===== src/rtl/sysexc_pkg.sv =====
package sysexc_pkg;

  // Field positions on the read side
  localparam int ACT_LSB   = 0;
  localparam int BASE_BIT  = 11;
  localparam int PEND_LSB  = 12;
  localparam int EXTP_BIT  = 22;
  localparam int TICKP_BIT = 26;
  localparam int SVCP_BIT  = 28;
  localparam int NMIP_BIT  = 31;
  localparam int VEC_W     = 9;

  // Command bits on the write side
  localparam int CLR_TICK_BIT = 25;
  localparam int SET_TICK_BIT = 26;
  localparam int CLR_SVC_BIT  = 27;
  localparam int SET_SVC_BIT  = 28;
  localparam int SET_NMI_BIT  = 31;

  // Numbering between internal lines and software vectors
  localparam int EXT_FIRST_LINE = 32;
  localparam int VEC_SHIFT      = 16;

  typedef struct packed {
    logic setNmi;
    logic setSvc;
    logic setTick;
    logic clrSvc;
    logic clrTick;
  } strobe_t;

endpackage


===== src/rtl/sysexc_wr_ctrl.sv =====
module sysexc_wr_ctrl
  import sysexc_pkg::*;
(
  input  logic    clk,
  input  logic    rstN,
  input  logic    wrEn,
  input  logic    cmdNmi,
  input  logic    cmdSetSvc,
  input  logic    cmdClrSvc,
  input  logic    cmdSetTick,
  input  logic    cmdClrTick,
  output strobe_t strb
);

  strobe_t nextStrb;

  // A set request wins over a clear written in the same access.
  always_comb begin
    nextStrb         = '0;
    nextStrb.setNmi  = wrEn & cmdNmi;
    nextStrb.setSvc  = wrEn & cmdSetSvc;
    nextStrb.clrSvc  = wrEn & cmdClrSvc & ~cmdSetSvc;
    nextStrb.setTick = wrEn & cmdSetTick;
    nextStrb.clrTick = wrEn & cmdClrTick & ~cmdSetTick;
  end

  always_ff @(posedge clk) begin
    if (!rstN) strb <= '0;
    else       strb <= nextStrb;
  end

endmodule


===== src/rtl/sysexc_rd_path.sv =====
module sysexc_rd_path
  import sysexc_pkg::*;
#(
  parameter int NUM_EXT = 64,
  parameter int LINE_W  = 7
) (
  input  strobe_t             strb,
  input  logic [2:0]          sysPend,
  input  logic [NUM_EXT-1:0]  extPend,
  input  logic                activeValid,
  input  logic [LINE_W-1:0]   activeLine,
  input  logic                activeHasPrior,
  input  logic                pendValid,
  input  logic [LINE_W-1:0]   pendLine,
  output logic [31:0]         rdData,
  output logic [2:0]          setStrobe,
  output logic [1:0]          clrStrobe
);

  logic [VEC_W-1:0] actVec;
  logic [VEC_W-1:0] pendVec;
  logic             anyExt;

  // Internal line index to software vector number
  function automatic logic [VEC_W-1:0] lineToVec(input logic [LINE_W-1:0] line);
    logic [VEC_W-1:0] wide;
    wide = VEC_W'(line);
    if (wide >= VEC_W'(EXT_FIRST_LINE)) return wide - VEC_W'(VEC_SHIFT);
    return wide;
  endfunction

  generate
    if (NUM_EXT > 0) begin : g_ext
      assign anyExt = |extPend;
    end else begin : g_noext
      assign anyExt = 1'b0;
    end
  endgenerate

  assign actVec  = activeValid ? lineToVec(activeLine) : '0;
  assign pendVec = pendValid   ? lineToVec(pendLine)   : '0;

  always_comb begin
    rdData                          = '0;
    rdData[ACT_LSB +: VEC_W]        = actVec;
    rdData[BASE_BIT]                = ~activeValid | ~activeHasPrior;
    rdData[PEND_LSB +: VEC_W]       = pendVec;
    rdData[EXTP_BIT]                = anyExt;
    rdData[TICKP_BIT]               = sysPend[0];
    rdData[SVCP_BIT]                = sysPend[1];
    rdData[NMIP_BIT]                = sysPend[2];
  end

  assign setStrobe = {strb.setNmi, strb.setSvc, strb.setTick};
  assign clrStrobe = {strb.clrSvc, strb.clrTick};

endmodule


===== src/rtl/sysexc_csr.sv =====
module sysexc_csr
  import sysexc_pkg::*;
#(
  parameter int NUM_EXT = 64,
  localparam int LINE_W = $clog2(EXT_FIRST_LINE + NUM_EXT)
) (
  input  logic               clk,
  input  logic               rstN,
  input  logic               wrEn,
  input  logic [31:0]        wrData,
  output logic [31:0]        rdData,
  input  logic [2:0]         sysPend,
  input  logic [NUM_EXT-1:0] extPend,
  input  logic               activeValid,
  input  logic [LINE_W-1:0]  activeLine,
  input  logic               activeHasPrior,
  input  logic               pendValid,
  input  logic [LINE_W-1:0]  pendLine,
  output logic [2:0]         setStrobe,
  output logic [1:0]         clrStrobe
);

  strobe_t strb;

  sysexc_wr_ctrl u_ctrl (
    .clk        (clk),
    .rstN       (rstN),
    .wrEn       (wrEn),
    .cmdNmi     (wrData[SET_NMI_BIT]),
    .cmdSetSvc  (wrData[SET_SVC_BIT]),
    .cmdClrSvc  (wrData[CLR_SVC_BIT]),
    .cmdSetTick (wrData[SET_TICK_BIT]),
    .cmdClrTick (wrData[CLR_TICK_BIT]),
    .strb       (strb)
  );

  sysexc_rd_path #(.NUM_EXT(NUM_EXT), .LINE_W(LINE_W)) u_rd (
    .strb           (strb),
    .sysPend        (sysPend),
    .extPend        (extPend),
    .activeValid    (activeValid),
    .activeLine     (activeLine),
    .activeHasPrior (activeHasPrior),
    .pendValid      (pendValid),
    .pendLine       (pendLine),
    .rdData         (rdData),
    .setStrobe      (setStrobe),
    .clrStrobe      (clrStrobe)
  );

endmodule


===== config.mk =====
export PLATFORM = sky130hd
export DESIGN_NAME = sysexc_csr
export DESIGN_NICKNAME = d
export VERILOG_FILES = /design/src/rtl/sysexc_pkg.sv /design/src/rtl/sysexc_wr_ctrl.sv /design/src/rtl/sysexc_rd_path.sv /design/src/rtl/sysexc_csr.sv
export SDC_FILE = /design/constraint.sdc
export NUM_CORES = 1
export LEC_CHECK = 0
export ABC_AREA = 1
export BUFFER_PORTS_ARGS = -buffer_cell sky130_fd_sc_hd__buf_2
export CAP_MARGIN = 20
export CORE_AREA = 2 2 60 62
export DETAILED_ROUTE_END_ITERATION = 10
export DIE_AREA = 0 0 62 64
export PLACE_DENSITY = 0.87
export SYNTH_ARGS = -nofsm -noshare
export SYNTH_HDL_FRONTEND = slang
export SYNTH_HIERARCHICAL = 1
export SYNTH_SLANG_ARGS = --single-unit

===== constraint.sdc =====
create_clock -name clk -period 2.1 [get_ports clk]
set_input_delay 0.42 -clock clk [delete_from_list [all_inputs] [get_ports clk]]
set_output_delay 0.42 -clock clk [all_outputs]
set_load 0.1 [all_outputs]

### Yosys cells after proc, flatten, opt, wreduce, memory -nomap -nowiden

Index checks and enable logic that the tools add are counted.

| cells by class | value |
|---|---|
| add/subtract/negate cells | 2 |
| magnitude comparators | 2 |
| muxes and demuxes | 8 |
| bitwise gates (word level) | 12 |
| reduce and logical (&&, ||, !) cells | 1 |

Operators with widths:

| cell | number |
|---|---|
| $reduce_or A64 Y1 | 1 |
| $mux W9 | 6 |
| $sub A7 B5 Y8 const B | 2 |
| $ge A7 B6 Y1 const B | 2 |
| $and A1 B1 Y1 | 7 |
| $not A1 Y1 | 4 |
| $mux W1 | 2 |
| $or A1 B1 Y1 | 1 |

| storage, ports and cells | value |
|---|---|
| bits in registers | 5 |
| input bits | 119 |
| output and inout port bits | 37 |

### Longest topological paths before layout

| logic depth | value |
|---|---|
| depth in word-level cells | 4 |
| depth in mapped cells | 7 |
| gate-level depth less buffers | 6 |

### Hierarchy

Netlist, hierarchy kept.

Modules (own cells, without submodules):

| module | times used | cells each | area each (um^2) | sequential area each (um^2) |
|---|---|---|---|---|
| sysexc_rd_path | 1 | 132 | 629.4 | 0.0 |
| sysexc_wr_ctrl | 1 | 16 | 143.9 | 100.1 |

### Least setup slack after synthesis

OpenSTA, ideal clock, no wires.

| path | value |
|---|---|
| kind | input -> output |
| from | in pendLine[4] |
| to | out rdData[17] |
| data arrival time | 2.806 ns |
| required time | 1.680 ns |
| setup slack | -1.126 ns |
| stages | 3 |
| buffers on the path | 0 |
| cells stage by stage | inv_1 -> ha_1 -> nor3_1 |

| between the ends | value |
|---|---|
| word-level cells in the longest chain between the ends | 4 |
| elaborated cells between the ends (all ways) | 6 |
| those cells by class | 1 x add/sub; 1 x order compare; 4 x mux |

RTL lines:

| item | line | RTL |
|---|---|---|
| from (decl) | sysexc_csr.sv:18 | `input logic [LINE_W-1:0] pendLine,` |
| $sub A7 B5 Y8 or $ge A7 B6 Y1 (tied branches) | sysexc_rd_path.sv:28 | `if (wide >= VEC_W'(EXT_FIRST_LINE)) return wide - VEC_W'(VEC_SHIFT);` |
| $mux W9 or $mux W1 (tied branches) | sysexc_rd_path.sv:28 |  |
| $mux W9 (*) | sysexc_rd_path.sv:29 | `return wide;` |
| $mux W9 (*) | sysexc_rd_path.sv:41 | `assign pendVec = pendValid ? lineToVec(pendLine) : '0;` |
| to (decl) | sysexc_csr.sv:11 | `output logic [31:0] rdData,` |

Mark *: on every way between the ends. The rest lies on a longest branch, timed or not. The select of a mux whose other input is x is not followed.

### Final worst setup path

| path | value |
|---|---|
| from | in activeLine[4] |
| to | out rdData[7] |

| between the ends | value |
|---|---|
| word-level cells in the longest chain between the ends | 4 |
| elaborated cells between the ends (all ways) | 6 |
| those cells by class | 1 x add/sub; 1 x order compare; 4 x mux |

RTL lines:

| item | line | RTL |
|---|---|---|
| from (decl) | sysexc_csr.sv:15 | `input logic [LINE_W-1:0] activeLine,` |
| $sub A7 B5 Y8 or $ge A7 B6 Y1 (tied branches) | sysexc_rd_path.sv:28 |  |
| $mux W9 or $mux W1 (tied branches) | sysexc_rd_path.sv:28 |  |
| $mux W9 (*) | sysexc_rd_path.sv:29 |  |
| $mux W9 (*) | sysexc_rd_path.sv:40 | `assign actVec = activeValid ? lineToVec(activeLine) : '0;` |

Marked as above.

==> out/metrics.csv <==
metric;value;unit
post_cts_buffers;0;
hp-class;in -> reg;
cpPeakStageDelay;190;ps
num-nets-final;376;
critPathLaunch;activeLine[4];
grt_max_degree;8;
die-area;3970;um^2
multi_input_area;559;um^2
ys_warn_count;6;
postRouteAntennaNets;0;
hold_buffers;0;
num-fill-cells;318;
grtUsageTotal;10.5;%
viasPerCell;3.84;
cts_tree;done;
grt_overflow;0;
detailed_place_hpwl;2.13;mm
syn_area_per_cell;5.22;um^2
startpoint_type;input pin;
layout-area-overhead-vs-synth;92.6;%
ctsHtreeMaxLevel;1;
finalNonFillerCells;299;
dr_total_vias;1149;
yosysSeqAreaShare;12.9;%
rows;21;
tns;0;ps
start_util;23.5;%
cts-root-buf;clkbuf_4;
largest_reg_flops;5;
cpMaxStageDelayCell;buf_12;
routed_wl;2.23;mm
regMostFlops;u_ctrl/strb;
die_w;62;um
clock.fmax;554;MHz
seqCellArea;100;um^2
cts_max_path_buffers;2;
cts.sinks;5;
antenna_found_initial;0;
min_period_over_period;86.0;%
dpl_cell_area;1460;um^2
wl_per_cell;7.44;um
holdWs;400;ps
p_leak;0.000869;uW
drt-initial-drc-count;21;
placedCellCount;295;
hold_viol;0;
cts-buffers-inserted;3;
end_kind;output port;
path_max_fanout;5;
dr.pass1.iters;4;
crit_chain;buf_2 > inv_4 > ha_4 > nand3_2 > nand2_1 > nand2_2 > nor2_4 > buf_12;
grt_pass1_vias;982;
core_area;3280;um^2
critical_path_required;1680;ps
ioPinCount;156;
route.detailed.drc;0;
cellPowerDensity;448;nW/um^2
ys_ff_latch;5;
worstHoldStart;wrData[31];
design_area;1490;um^2
ir_drop;244;uV
ctsResizeCount;0;
setup_viol;0;
drv_slew;0;
io_buffer_count;111;
syn_inst;148;
synth_area;773;um^2
clk_transition_reported_paths;40;ps
synth_cell_type_count;14;
rsz0062_at_grt;no;
place.gp.congestion;0.756;
dieHeight;64;um
drv_cap;0;
grt_pass1_wl;3.28;mm
arrival;1390;ps
status;finished, final reports clean;
drive_above_1_share;51.8;%
min_period;1810;ps
critPathKind;in -> out;
antennaDiodeCount;0;
top_regs;u_ctrl/strb x5;
-- routing by layer --
layer  wire length, um  track usage (%)  vias to the layer above
li1                  -                -                      614
met1               737             9.29                      463
met2              1270             21.5                       72
met3               221             1.21                        0
met4                 0             4.79                        0
met5                 0                0                        -
-- synthesized netlist by cell type --
cell / number / share of area, %
nand2_2: 2 / 1.6
ha_1: 3 / 4.9
inv_1: 15 / 7.3
nor3_1: 4 / 2.6
nor2_1: 53 / 26
inv_2: 1 / 0.48
buf_4: 21 / 20
nand2_1: 35 / 17
a21oi_1: 1 / 0.65
conb_1: 1 / 0.48
nand3_1: 2 / 1.3
xnor2_1: 2 / 2.3
dfxtp_1: 5 / 13
nor2_2: 3 / 2.4
-- critical path, delay by kind of cell --
kind,cells,cell delay (ps)
buffers and inverters,3,380
adders and majority gates,1,130
and+or+nand+nor,4,450
-- cells in the final DEF (no fill, tap or decap), types with 2 or more instances in the layout --
cell,synthesis,final
buf_2,0,103
nor2_1,53,49
nand2_1,35,35
inv_1,15,14
conb_1,1,11
buf_12,0,8
nor2_2,3,6
dfxtp_1,5,5
clkbuf_4,0,3
nor3_4,0,3
nand2_2,2,2
xnor2_1,2,2
ha_1,3,2
-- cells by family (layout without fill, tap and decap cells) --
group	count (synthesis)	count (layout)	synth area share, %
other	1	11	0.485
AOI/OAI and AO/OA	1	1	0.647
buffers and inverters	37	132	28.2
xor gates and xnor gates	2	2	2.27
and+or+nand+nor	99	99	50.6
adders and majority gates	3	3	4.85
DFF	5	5	12.9
-- stage by stage --
step	power [uW]	util, %	setup slack [ps]
floorplan	462	-	32.5
global placement	556	44.5	315
detailed placement	560	44.5	285
CTS	675	45.3	284
global route	702	45.3	226
finish	668	45.3	294
-- power by group --
| group | total, uW | leakage [uW] | switching (uW) | internal [uW] |
|---|---|---|---|---|
| logic | 458 | 0.000813 | 326 | 131 |
| clock network | 111 | 0.0000150 | 39.0 | 71.8 |
| registers | 99.2 | 0.0000409 | 0.658 | 98.6 |
-- cell type report --
type                            count  area share, %
Clock buffer                        4           1.76
Inverter                           16           4.20
Multi-Input combinational cell    116           37.6
Sequential cell                     5           6.72
Tap cell                           46           3.87
Timing Repair Buffer              112           45.9
-- path summary, 6_finish.rpt --
check / cells after the start / to
worst max-delay path: 8 / rdData[7]
worst min-delay path: 3 / u_ctrl/strb[4]
Note: power is estimated with default switching activity, not from simulation.
